**src/rtl/rgrt_pkg.sv**
```systemverilog
package rgrt_pkg;
  typedef enum logic {
    PH_FALL = 1'b0,
    PH_RISE = 1'b1
  } rx_phase_e;

  function automatic int unsigned cnt_width(input int unsigned dly_w);
    return dly_w + 1;
  endfunction
endpackage

```
**src/rtl/rgrt_edge_det.sv**
```systemverilog
module rgrt_edge_det #(
  parameter int unsigned SYNC_STAGES = 2
) (
  input  logic clk,
  input  logic rst_n,
  input  logic async_in,
  output logic rise_p,
  output logic fall_p
);
  logic [SYNC_STAGES:0] chain_q;
  logic [SYNC_STAGES:0] chain_d;

  always_comb begin
    chain_d = {chain_q[SYNC_STAGES-1:0], async_in};
  end

  always_ff @(posedge clk or negedge rst_n) begin
    if (!rst_n) chain_q <= '0;
    else        chain_q <= chain_d;
  end

  assign rise_p =  chain_q[SYNC_STAGES-1] & ~chain_q[SYNC_STAGES];
  assign fall_p = ~chain_q[SYNC_STAGES-1] &  chain_q[SYNC_STAGES];
endmodule

```
**src/rtl/rgrt_phase_ctr.sv**
```systemverilog
module rgrt_phase_ctr #(
  parameter int unsigned DLY_W = 5,
  localparam int unsigned CNT_W = DLY_W + 1
) (
  input  logic             clk,
  input  logic             rst_n,
  input  logic             edge_p,
  output logic [CNT_W-1:0] cnt_o,
  output logic [CNT_W-1:0] half_o
);
  localparam logic [CNT_W-1:0] CNT_MAX = '1;

  logic [CNT_W-1:0] cnt_q, cnt_d;
  logic [CNT_W-1:0] half_q, half_d;
  logic             seen_q, seen_d;
  logic             half_en;

  always_comb begin
    cnt_d   = cnt_q;
    seen_d  = seen_q;
    half_en = edge_p & seen_q;
    half_d  = cnt_q;
    if (edge_p) begin
      cnt_d  = '0;
      seen_d = 1'b1;
    end else if (cnt_q != CNT_MAX) begin
      cnt_d = cnt_q + 1'b1;
    end
  end

  always_ff @(posedge clk or negedge rst_n) begin
    if (!rst_n) begin
      cnt_q  <= '0;
      seen_q <= 1'b0;
    end else begin
      cnt_q  <= cnt_d;
      seen_q <= seen_d;
    end
  end

  always_ff @(posedge clk or negedge rst_n) begin
    if (!rst_n)       half_q <= '0;
    else if (half_en) half_q <= half_d;
  end

  assign cnt_o  = cnt_q;
  assign half_o = half_q;
endmodule

```
**src/rtl/rgrt_sched.sv**
```systemverilog
module rgrt_sched
  import rgrt_pkg::*;
#(
  parameter int unsigned DLY_W = 5,
  localparam int unsigned CNT_W = DLY_W + 1
) (
  input  logic             clk,
  input  logic             rst_n,
  input  logic             adj_en,
  input  logic             auto_en,
  input  logic [DLY_W-1:0] dly_code,
  input  logic [CNT_W-1:0] cnt,
  input  logic [CNT_W-1:0] half_len,
  input  logic             edge_p,
  input  logic             edge_rise,
  output logic             base_hit,
  output rx_phase_e        base_ph,
  output logic             late_hit,
  output rx_phase_e        late_ph,
  output logic             miss
);
  logic [DLY_W-1:0] tgt;
  logic             match;
  rx_phase_e        ph_q, ph_d, late_ph_q;
  logic             armed_q, armed_d;
  logic             late_q;
  logic             miss_q, miss_d;

  always_comb begin
    tgt   = (adj_en && auto_en) ? half_len[CNT_W-1:1] : dly_code;
    match = armed_q && !edge_p && (cnt == {1'b0, tgt});
    ph_d  = edge_p ? (edge_rise ? PH_RISE : PH_FALL) : ph_q;
    if (edge_p)     armed_d = adj_en;
    else if (match) armed_d = 1'b0;
    else            armed_d = armed_q;
    miss_d = miss_q | (edge_p & armed_q & adj_en);
  end

  always_ff @(posedge clk or negedge rst_n) begin
    if (!rst_n) begin
      ph_q      <= PH_FALL;
      armed_q   <= 1'b0;
      late_q    <= 1'b0;
      late_ph_q <= PH_FALL;
      miss_q    <= 1'b0;
    end else begin
      ph_q      <= ph_d;
      armed_q   <= armed_d;
      late_q    <= adj_en & match;
      late_ph_q <= ph_q;
      miss_q    <= miss_d;
    end
  end

  assign base_hit = adj_en ? match : edge_p;
  assign base_ph  = adj_en ? ph_q : (edge_rise ? PH_RISE : PH_FALL);
  assign late_hit = late_q;
  assign late_ph  = late_ph_q;
  assign miss     = miss_q;
endmodule

```
**src/rtl/rgmii_rx_retimer.sv**
```systemverilog
module rgmii_rx_retimer
  import rgrt_pkg::*;
#(
  parameter int unsigned LANES       = 5,
  parameter int unsigned DLY_W       = 5,
  parameter int unsigned SYNC_STAGES = 2
) (
  input  logic             clk_adj,
  input  logic             rst_n,
  input  logic             rx_clk,
  input  logic [LANES-1:0] rx_lanes,
  input  logic             adj_en,
  input  logic             auto_setup,
  input  logic [DLY_W-1:0] dly_code,
  input  logic [LANES-1:0] skew_mask,
  output logic [LANES-1:0] rise_q,
  output logic [LANES-1:0] fall_q,
  output logic             miss_flag
);
  localparam int unsigned CNT_W = cnt_width(DLY_W);

  logic [1:0]       rst_pipe;
  logic             rst_i_n;
  logic             edge_rise, edge_fall, edge_any;
  logic [CNT_W-1:0] cnt, half_len;
  logic             base_hit, late_hit;
  rx_phase_e        base_ph, late_ph;

  always_ff @(posedge clk_adj or negedge rst_n) begin
    if (!rst_n) rst_pipe <= 2'b00;
    else        rst_pipe <= {rst_pipe[0], 1'b1};
  end
  assign rst_i_n = rst_pipe[1];

  rgrt_edge_det #(.SYNC_STAGES(SYNC_STAGES)) edge_i (
    .clk(clk_adj), .rst_n(rst_i_n), .async_in(rx_clk),
    .rise_p(edge_rise), .fall_p(edge_fall)
  );
  assign edge_any = edge_rise | edge_fall;

  rgrt_phase_ctr #(.DLY_W(DLY_W)) ctr_i (
    .clk(clk_adj), .rst_n(rst_i_n), .edge_p(edge_any),
    .cnt_o(cnt), .half_o(half_len)
  );

  rgrt_sched #(.DLY_W(DLY_W)) sched_i (
    .clk(clk_adj), .rst_n(rst_i_n), .adj_en(adj_en), .auto_en(auto_setup),
    .dly_code(dly_code), .cnt(cnt), .half_len(half_len),
    .edge_p(edge_any), .edge_rise(edge_rise),
    .base_hit(base_hit), .base_ph(base_ph),
    .late_hit(late_hit), .late_ph(late_ph), .miss(miss_flag)
  );

  for (genvar l = 0; l < LANES; l++) begin : g_lane
    logic      use_late, hit;
    rx_phase_e ph;
    logic      rise_en, fall_en;
    logic      r_q, f_q;

    always_comb begin
      use_late = adj_en & skew_mask[l];
      hit      = use_late ? late_hit : base_hit;
      ph       = use_late ? late_ph  : base_ph;
      rise_en  = hit & (ph == PH_RISE);
      fall_en  = hit & (ph == PH_FALL);
    end

    always_ff @(posedge clk_adj or negedge rst_i_n) begin
      if (!rst_i_n)     r_q <= 1'b0;
      else if (rise_en) r_q <= rx_lanes[l];
    end

    always_ff @(posedge clk_adj or negedge rst_i_n) begin
      if (!rst_i_n)     f_q <= 1'b0;
      else if (fall_en) f_q <= rx_lanes[l];
    end

    assign rise_q[l] = r_q;
    assign fall_q[l] = f_q;
  end
endmodule

```
**config.mk**
```make
export PLATFORM = sky130hd
export DESIGN_NAME = rgmii_rx_retimer
export DESIGN_NICKNAME = d
export VERILOG_FILES = /design/src/rtl/rgrt_pkg.sv /design/src/rtl/rgrt_edge_det.sv /design/src/rtl/rgrt_phase_ctr.sv /design/src/rtl/rgrt_sched.sv /design/src/rtl/rgmii_rx_retimer.sv
export SDC_FILE = /design/constraint.sdc
export NUM_CORES = 1
export LEC_CHECK = 0
export ABC_AREA = 1
export BUFFER_PORTS_ARGS = -buffer_cell sky130_fd_sc_hd__buf_4
export CAP_MARGIN = 40
export CORE_AREA = 2 2 54 81
export DETAILED_ROUTE_END_ITERATION = 8
export DIE_AREA = 0 0 56 83
export GPL_TIMING_DRIVEN = 0
export PLACE_DENSITY = 0.72
export SKIP_CTS_REPAIR_TIMING = 1
export SYNTH_ARGS = -nofsm -noshare
export SYNTH_HDL_FRONTEND = slang
export SYNTH_HIERARCHICAL = 1
export SYNTH_SLANG_ARGS = --single-unit
```
**constraint.sdc**
```tcl
create_clock -name clk_adj -period 1.25 [get_ports clk_adj]
set_clock_uncertainty 0.2 [all_clocks]
set_input_delay 0.3125 -clock clk_adj [delete_from_list [all_inputs] [get_ports clk_adj]]
set_output_delay 0.3125 -clock clk_adj [all_outputs]
set_load 0.02 [all_outputs]
```
# After elaboration in Yosys (flattened, before gate mapping)
# Cells that the tools add are included.
# W data, S select, Z words.
[op_classes] add_sub_neg=1 mul=0 div_mod_pow=0 magnitude_cmp=0 n_eq_ne=2 n_shift=0 mux=18 bitwise_logic=30 reduce_logical=6
[ops] operator="$and A1 B1 Y1" count=21
[ops] operator="$mux W1" count=15
[ops] operator="$mux W6" count=2
[ops] operator="$not A1 Y1" count=7
[ops] operator="$add A6 B1 Y6 const B" count=1
[ops] operator="$eq A6 B5 Y1" count=1
[ops] operator="$ne A6 B6 Y1 const B" count=1
[ops] operator="$mux W5" count=1
[ops] operator="$reduce_bool A2 Y1" count=2
[ops] operator="$logic_and A1 B1 Y1" count=3
[ops] operator="$or A1 B1 Y1" count=2
[ops] operator="$logic_not A1 Y1" count=1
[word_totals] regBits=33 latch_bits=0 mem_bits_rw=0 rom_bits=0 input_bits=20 output_inout_bits=11 wordCells=77 n_memories=0

# Logic depth before layout (Yosys ltp)
[depth] depth_word=9 ltp_mapped=14 depth_no_buf=13

# Modules after synthesis
# Netlist, hierarchy kept.
[by_module_without_submodules] module="rgmii_rx_retimer" instances=1 cells_per_inst=118 area_each_um2=805.8 seq_area_each_um2=300.3
[by_module_without_submodules] module="rgrt_phase_ctr" instances=1 cells_per_inst=62 area_each_um2=585.6 seq_area_each_um2=325.3
[by_module_without_submodules] module="rgrt_sched" instances=1 cells_per_inst=75 area_each_um2=420.4 seq_area_each_um2=125.1
[by_module_without_submodules] module="rgrt_edge_det" instances=1 cells_per_inst=7 area_each_um2=90.1 seq_area_each_um2=75.1

# Worst setup path before layout
# Ideal clock, no wire load.
[synth_path] path_type="reg-to-reg" start="register edge_i.chain_q[1]" end="register g_lane[2].r_q" setup_ps=116 t_arrival_ps=1537 required_time_ps=934 slack_ps=-604 stages_incl_launch_ff=14 n_path_buf=0 period_less_slack_ps=1854 cell_sequence="dfrtp_1 -> inv_1 -> nor2_1 -> or2_2 -> nor2_1 -> nand2_1 -> inv_1 -> nand4_1 -> nand2_1 -> nand2_1 -> nand2_2 -> nand2_1 -> nand2_1 -> nand2_1"
[synth_via] elab_cells_between_ends=13 cone_classes="mux: 5; bitwise: 5; reduce/logical: 3"
[synth_rtl] item="start, declared" line_no="rgrt_edge_det.sv:10" text="logic [SYNC_STAGES:0] chain_q;"
[synth_rtl] item="start signal, assigned" line_no="rgrt_edge_det.sv:19" text="else chain_q <= chain_d;"
[synth_rtl] item="$and A1 B1 Y1 (*)" line_no="rgrt_edge_det.sv:22" text="assign rise_p = chain_q[SYNC_STAGES-1] & ~chain_q[SYNC_STAGES];"
[synth_rtl] item="via edge_rise" line_no="rgmii_rx_retimer.sv:24" text="logic edge_rise, edge_fall, edge_any;"
[synth_rtl] item="$or A1 B1 Y1 (*)" line_no="rgmii_rx_retimer.sv:39" text="assign edge_any = edge_rise | edge_fall;"
[synth_rtl] item="via edge_any" line_no="rgmii_rx_retimer.sv:24"
[synth_rtl] item="$logic_not A1 Y1" line_no="rgrt_sched.sv:31" text="match = armed_q && !edge_p && (cnt == {1'b0, tgt});"
[synth_rtl] item="$logic_and A1 B1 Y1 (2 in series)" line_no="rgrt_sched.sv:31"
[synth_rtl] item="$mux W1 (*)" line_no="rgrt_sched.sv:55" text="assign base_hit = adj_en ? match : edge_p;"
[synth_rtl] item="via base_hit" line_no="rgmii_rx_retimer.sv:26" text="logic base_hit, late_hit;"
[synth_rtl] item="$mux W1 (*)" line_no="rgmii_rx_retimer.sv:62" text="hit = use_late ? late_hit : base_hit;"
[synth_rtl] item="$and A1 B1 Y1 (*)" line_no="rgmii_rx_retimer.sv:64" text="rise_en = hit & (ph == PH_RISE);"
[synth_rtl] item="end signal, assigned" line_no="rgmii_rx_retimer.sv:70" text="else if (rise_en) r_q <= rx_lanes[l];"
[synth_rtl] item="end, declared" line_no="rgmii_rx_retimer.sv:58" text="logic r_q, f_q;"
# Mark *: on every way through the listed nets, which the timed path passes. The rest lies on a longest branch.
# A chain may end at the register's enable or synchronous reset.

# Final worst setup path
[layout_path] start="register edge_i.chain_q[1]" end="register g_lane[0].f_q"
[layout_via] elab_cells_between_ends=14 cone_classes="mux: 5; bitwise: 6; reduce/logical: 3"
[layout_rtl] item="$and A1 B1 Y1 (*)" line_no="rgrt_edge_det.sv:22"
[layout_rtl] item="via edge_rise" line_no="rgmii_rx_retimer.sv:24"
[layout_rtl] item="$or A1 B1 Y1 (*)" line_no="rgmii_rx_retimer.sv:39"
[layout_rtl] item="via edge_any" line_no="rgmii_rx_retimer.sv:24"
[layout_rtl] item="$logic_not A1 Y1" line_no="rgrt_sched.sv:31"
[layout_rtl] item="$logic_and A1 B1 Y1 (2 in series)" line_no="rgrt_sched.sv:31"
[layout_rtl] item="$mux W1 (*)" line_no="rgrt_sched.sv:55"
[layout_rtl] item="via base_hit" line_no="rgmii_rx_retimer.sv:26"
[layout_rtl] item="$mux W1 (*)" line_no="rgmii_rx_retimer.sv:62"
[layout_rtl] item="$and A1 B1 Y1 (*)" line_no="rgmii_rx_retimer.sv:65" text="fall_en = hit & (ph == PH_FALL);"
[layout_rtl] item="end signal, assigned" line_no="rgmii_rx_retimer.sv:75" text="else if (fall_en) f_q <= rx_lanes[l];"
[layout_rtl] item="end, declared" line_no="rgmii_rx_retimer.sv:58"
# Marks and branches as above.

==> flow_metrics.env <==
export IMPL_die_y_um=83
export IMPL_drt_iter0_drc=60
export IMPL_run_status="finished with violations"
export IMPL_cts_buffer_depth=2
export IMPL_post_route_period_util_pct=150
export IMPL_insertion_delay_ns=0.30
export IMPL_antenna_found_initial=0
export IMPL_cts_made_buffers=5
export IMPL_fin_util_pct=62.0
export IMPL_fill_cells=363
export IMPL_dp_hpwl_um=2990
export IMPL_route_met3_wl_um=166
export IMPL_syn_area_sq_mm=0.00187
export IMPL_drt_met1_wl_um=1630
export IMPL_wl_um=4100
export IMPL_track_usage_pct=17.7
export IMPL_yosysWarnings=6
export IMPL_critical_path_class="flip-flop to flip-flop"
export IMPL_maxCapViolations=0
export IMPL_firstDrtPassIters=4
export IMPL_path_cells="inv_1 -> nor2_2 -> or2_4 -> nor2_4 -> nand2_1 -> inv_1 -> nand4_1 -> nand2_2 -> nand2_1 -> nand2_2 -> nand2_1 -> nand2_1 -> nand2_1"
export IMPL_routed_via_density=5.01
export IMPL_drive_above_1_share_pct=28.7
export IMPL_grt_pass1_wl_um=6510
export IMPL_max_slew_margin_pct=55.7
export IMPL_cpPeakStageDelay_ns=0.39
export IMPL_synth_nets=280
export IMPL_grt_pass1_vias=1575
export IMPL_cts_htree_levels=2
export IMPL_worstPathRequired_ns=1.25
export IMPL_crit_arrival_ns=1.87
export IMPL_fin_nets=323
export IMPL_postSynthCellCount=259
export IMPL_dpl_cell_count=334
export IMPL_numClockSinks=32
export IMPL_power_density_mw_per_mm2=1320
export IMPL_clk_pin_slew_ns=0.08
export IMPL_place_ws_ns=-0.764
export IMPL_fin_crit_ns=1.87
export IMPL_crit_path_max_fanout=6
export IMPL_leakage_nw=1.30
export IMPL_min_path_type="input port to flip-flop"
export IMPL_final_common_cell="nand2_1"
export IMPL_setup_violations=36
export IMPL_most_common_layout_cells="93 x nand2_1, 44 x nand3_1, 32 x dfrtp_1, 27 x buf_4, 24 x inv_1"
export IMPL_vias=1745
export IMPL_antenna_left=0
export IMPL_setup_ws_ns=-0.621
export IMPL_worst_pin_slew_ns=0.664
export IMPL_fp_row_count=28
export IMPL_cts_root_buf="clkbuf_8"
export IMPL_hold_viol_final=0
export IMPL_dieArea_sq_mm=0.00465
export IMPL_wl_met2_um=2200
export IMPL_overflow=0
export IMPL_place_gp_congestion=0.819
export IMPL_portBuffers=29
export IMPL_highest_layer="met4"
export IMPL_crit_path_end_kind="flip-flop"
export IMPL_vdd_ir_drop_worst_mv=0.855
export IMPL_fmax_mhz=534
export IMPL_holdWs_ns=0.0545
export IMPL_route_detailed_drc=0
export IMPL_wl_per_cell_um=11.8
export IMPL_syn_to_final_growth_pct=30.3
export IMPL_diodes=0
export IMPL_cts_tree="yes"
export IMPL_critPathLaunchType="flip-flop"
export IMPL_fin_cells=348
export IMPL_start_util_pct=47.6
export IMPL_rsz0062_at_grt="true"
export IMPL_die_w_um=56
export IMPL_violations="negative setup slack"
export IMPL_grt_max_degree=17
export IMPL_cp_common_cell="nand2_1"
export IMPL_io_pins=31
export IMPL_coreArea_sq_mm=0.00392
export IMPL_cp_slowest_cell="dfrtp_1"
export IMPL_synth_area_per_cell_sq_um=7.21
export IMPL_drv_slew=0
critical path: cells and delay by family (launching register included):
family / cells / cell delay, ns
flops: 1 / 0.39
simple gates: 11 / 1.08
buf+inv: 2 / 0.12
flip-flops by register name (all words and copies together), names as in the netlist, 2 cells and up:
| signal | count |
|---|---|
| rst_pipe | 2 |
| g_lane.r_q | 5 |
| ctr_i/half_o | 5 |
| edge_i/chain_q | 3 |
| g_lane.f_q | 5 |
| ctr_i/cnt_o | 6 |
path summary, 6_finish.rpt:
check	from	to	slack, ns	cells after the start
min in group asynchronous	rst_pipe[1]$_DFF_PN0_	g_lane[1].f_q$_DFFE_PN0P_	0.07	0
hold reg to reg	rst_pipe[1]$_DFF_PN0_	g_lane[1].f_q$_DFFE_PN0P_	0.07	0
setup / recovery	edge_i/chain_q[1]$_DFF_PN0_	g_lane[0].f_q$_DFFE_PN0P_	-0.62	13
max in group asynchronous	rst_pipe[1]$_DFF_PN0_	ctr_i/half_o[1]$_DFFE_PN0P_	0.24	1
setup reg to reg	edge_i/chain_q[1]$_DFF_PN0_	g_lane[0].f_q$_DFFE_PN0P_	-0.62	13
hold / removal	rx_lanes[4]	g_lane[4].f_q$_DFFE_PN0P_	0.05	3
per-stage QoR:
step / instance area, sq um / power, mW / TNS (ns)
finish: 2430 / 3.21 / -11.85
floorplan: 1890 / 1.91 / -6.31
CTS: 2270 / 3.05 / -12.41
global placement: 2160 / 2.19 / -18.19
detailed placement: 2180 / 2.22 / -10.42
global route: 2430 / 3.38 / -14.55
final cells by class:
type | instances | area (sq um) | share of cell area [%]
Sequential cell | 32 | 801 | 32.9
Tap cell | 45 | 56.3 | 2.31
Timing Repair inverter | 1 | 7.51 | 0.308
Inverter | 25 | 97.6 | 4.01
Clock inverter | 3 | 23.8 | 0.977
Timing Repair Buffer | 40 | 354 | 14.6
Clock buffer | 5 | 68.8 | 2.83
Multi-Input combinational cell | 189 | 938 | 38.6
Buffer | 8 | 86.3 | 3.55
where the power goes:
group	total (mW)	internal [mW]	switching (mW)
sequential	1.31	1.19	0.127
combinational	1.07	0.561	0.505
clock	0.830	0.394	0.436
per-layer routing:
| metal | up-vias | GRT usage (%) |
|---|---|---|
| li1 | 897 | - |
| met3 | 8 | 4.36 |
| met5 | - | 0 |
| met2 | 34 | 32.4 |
| met4 | 0 | 7.79 |
| met1 | 806 | 18.6 |
Power figures use the tool's default switching activity.
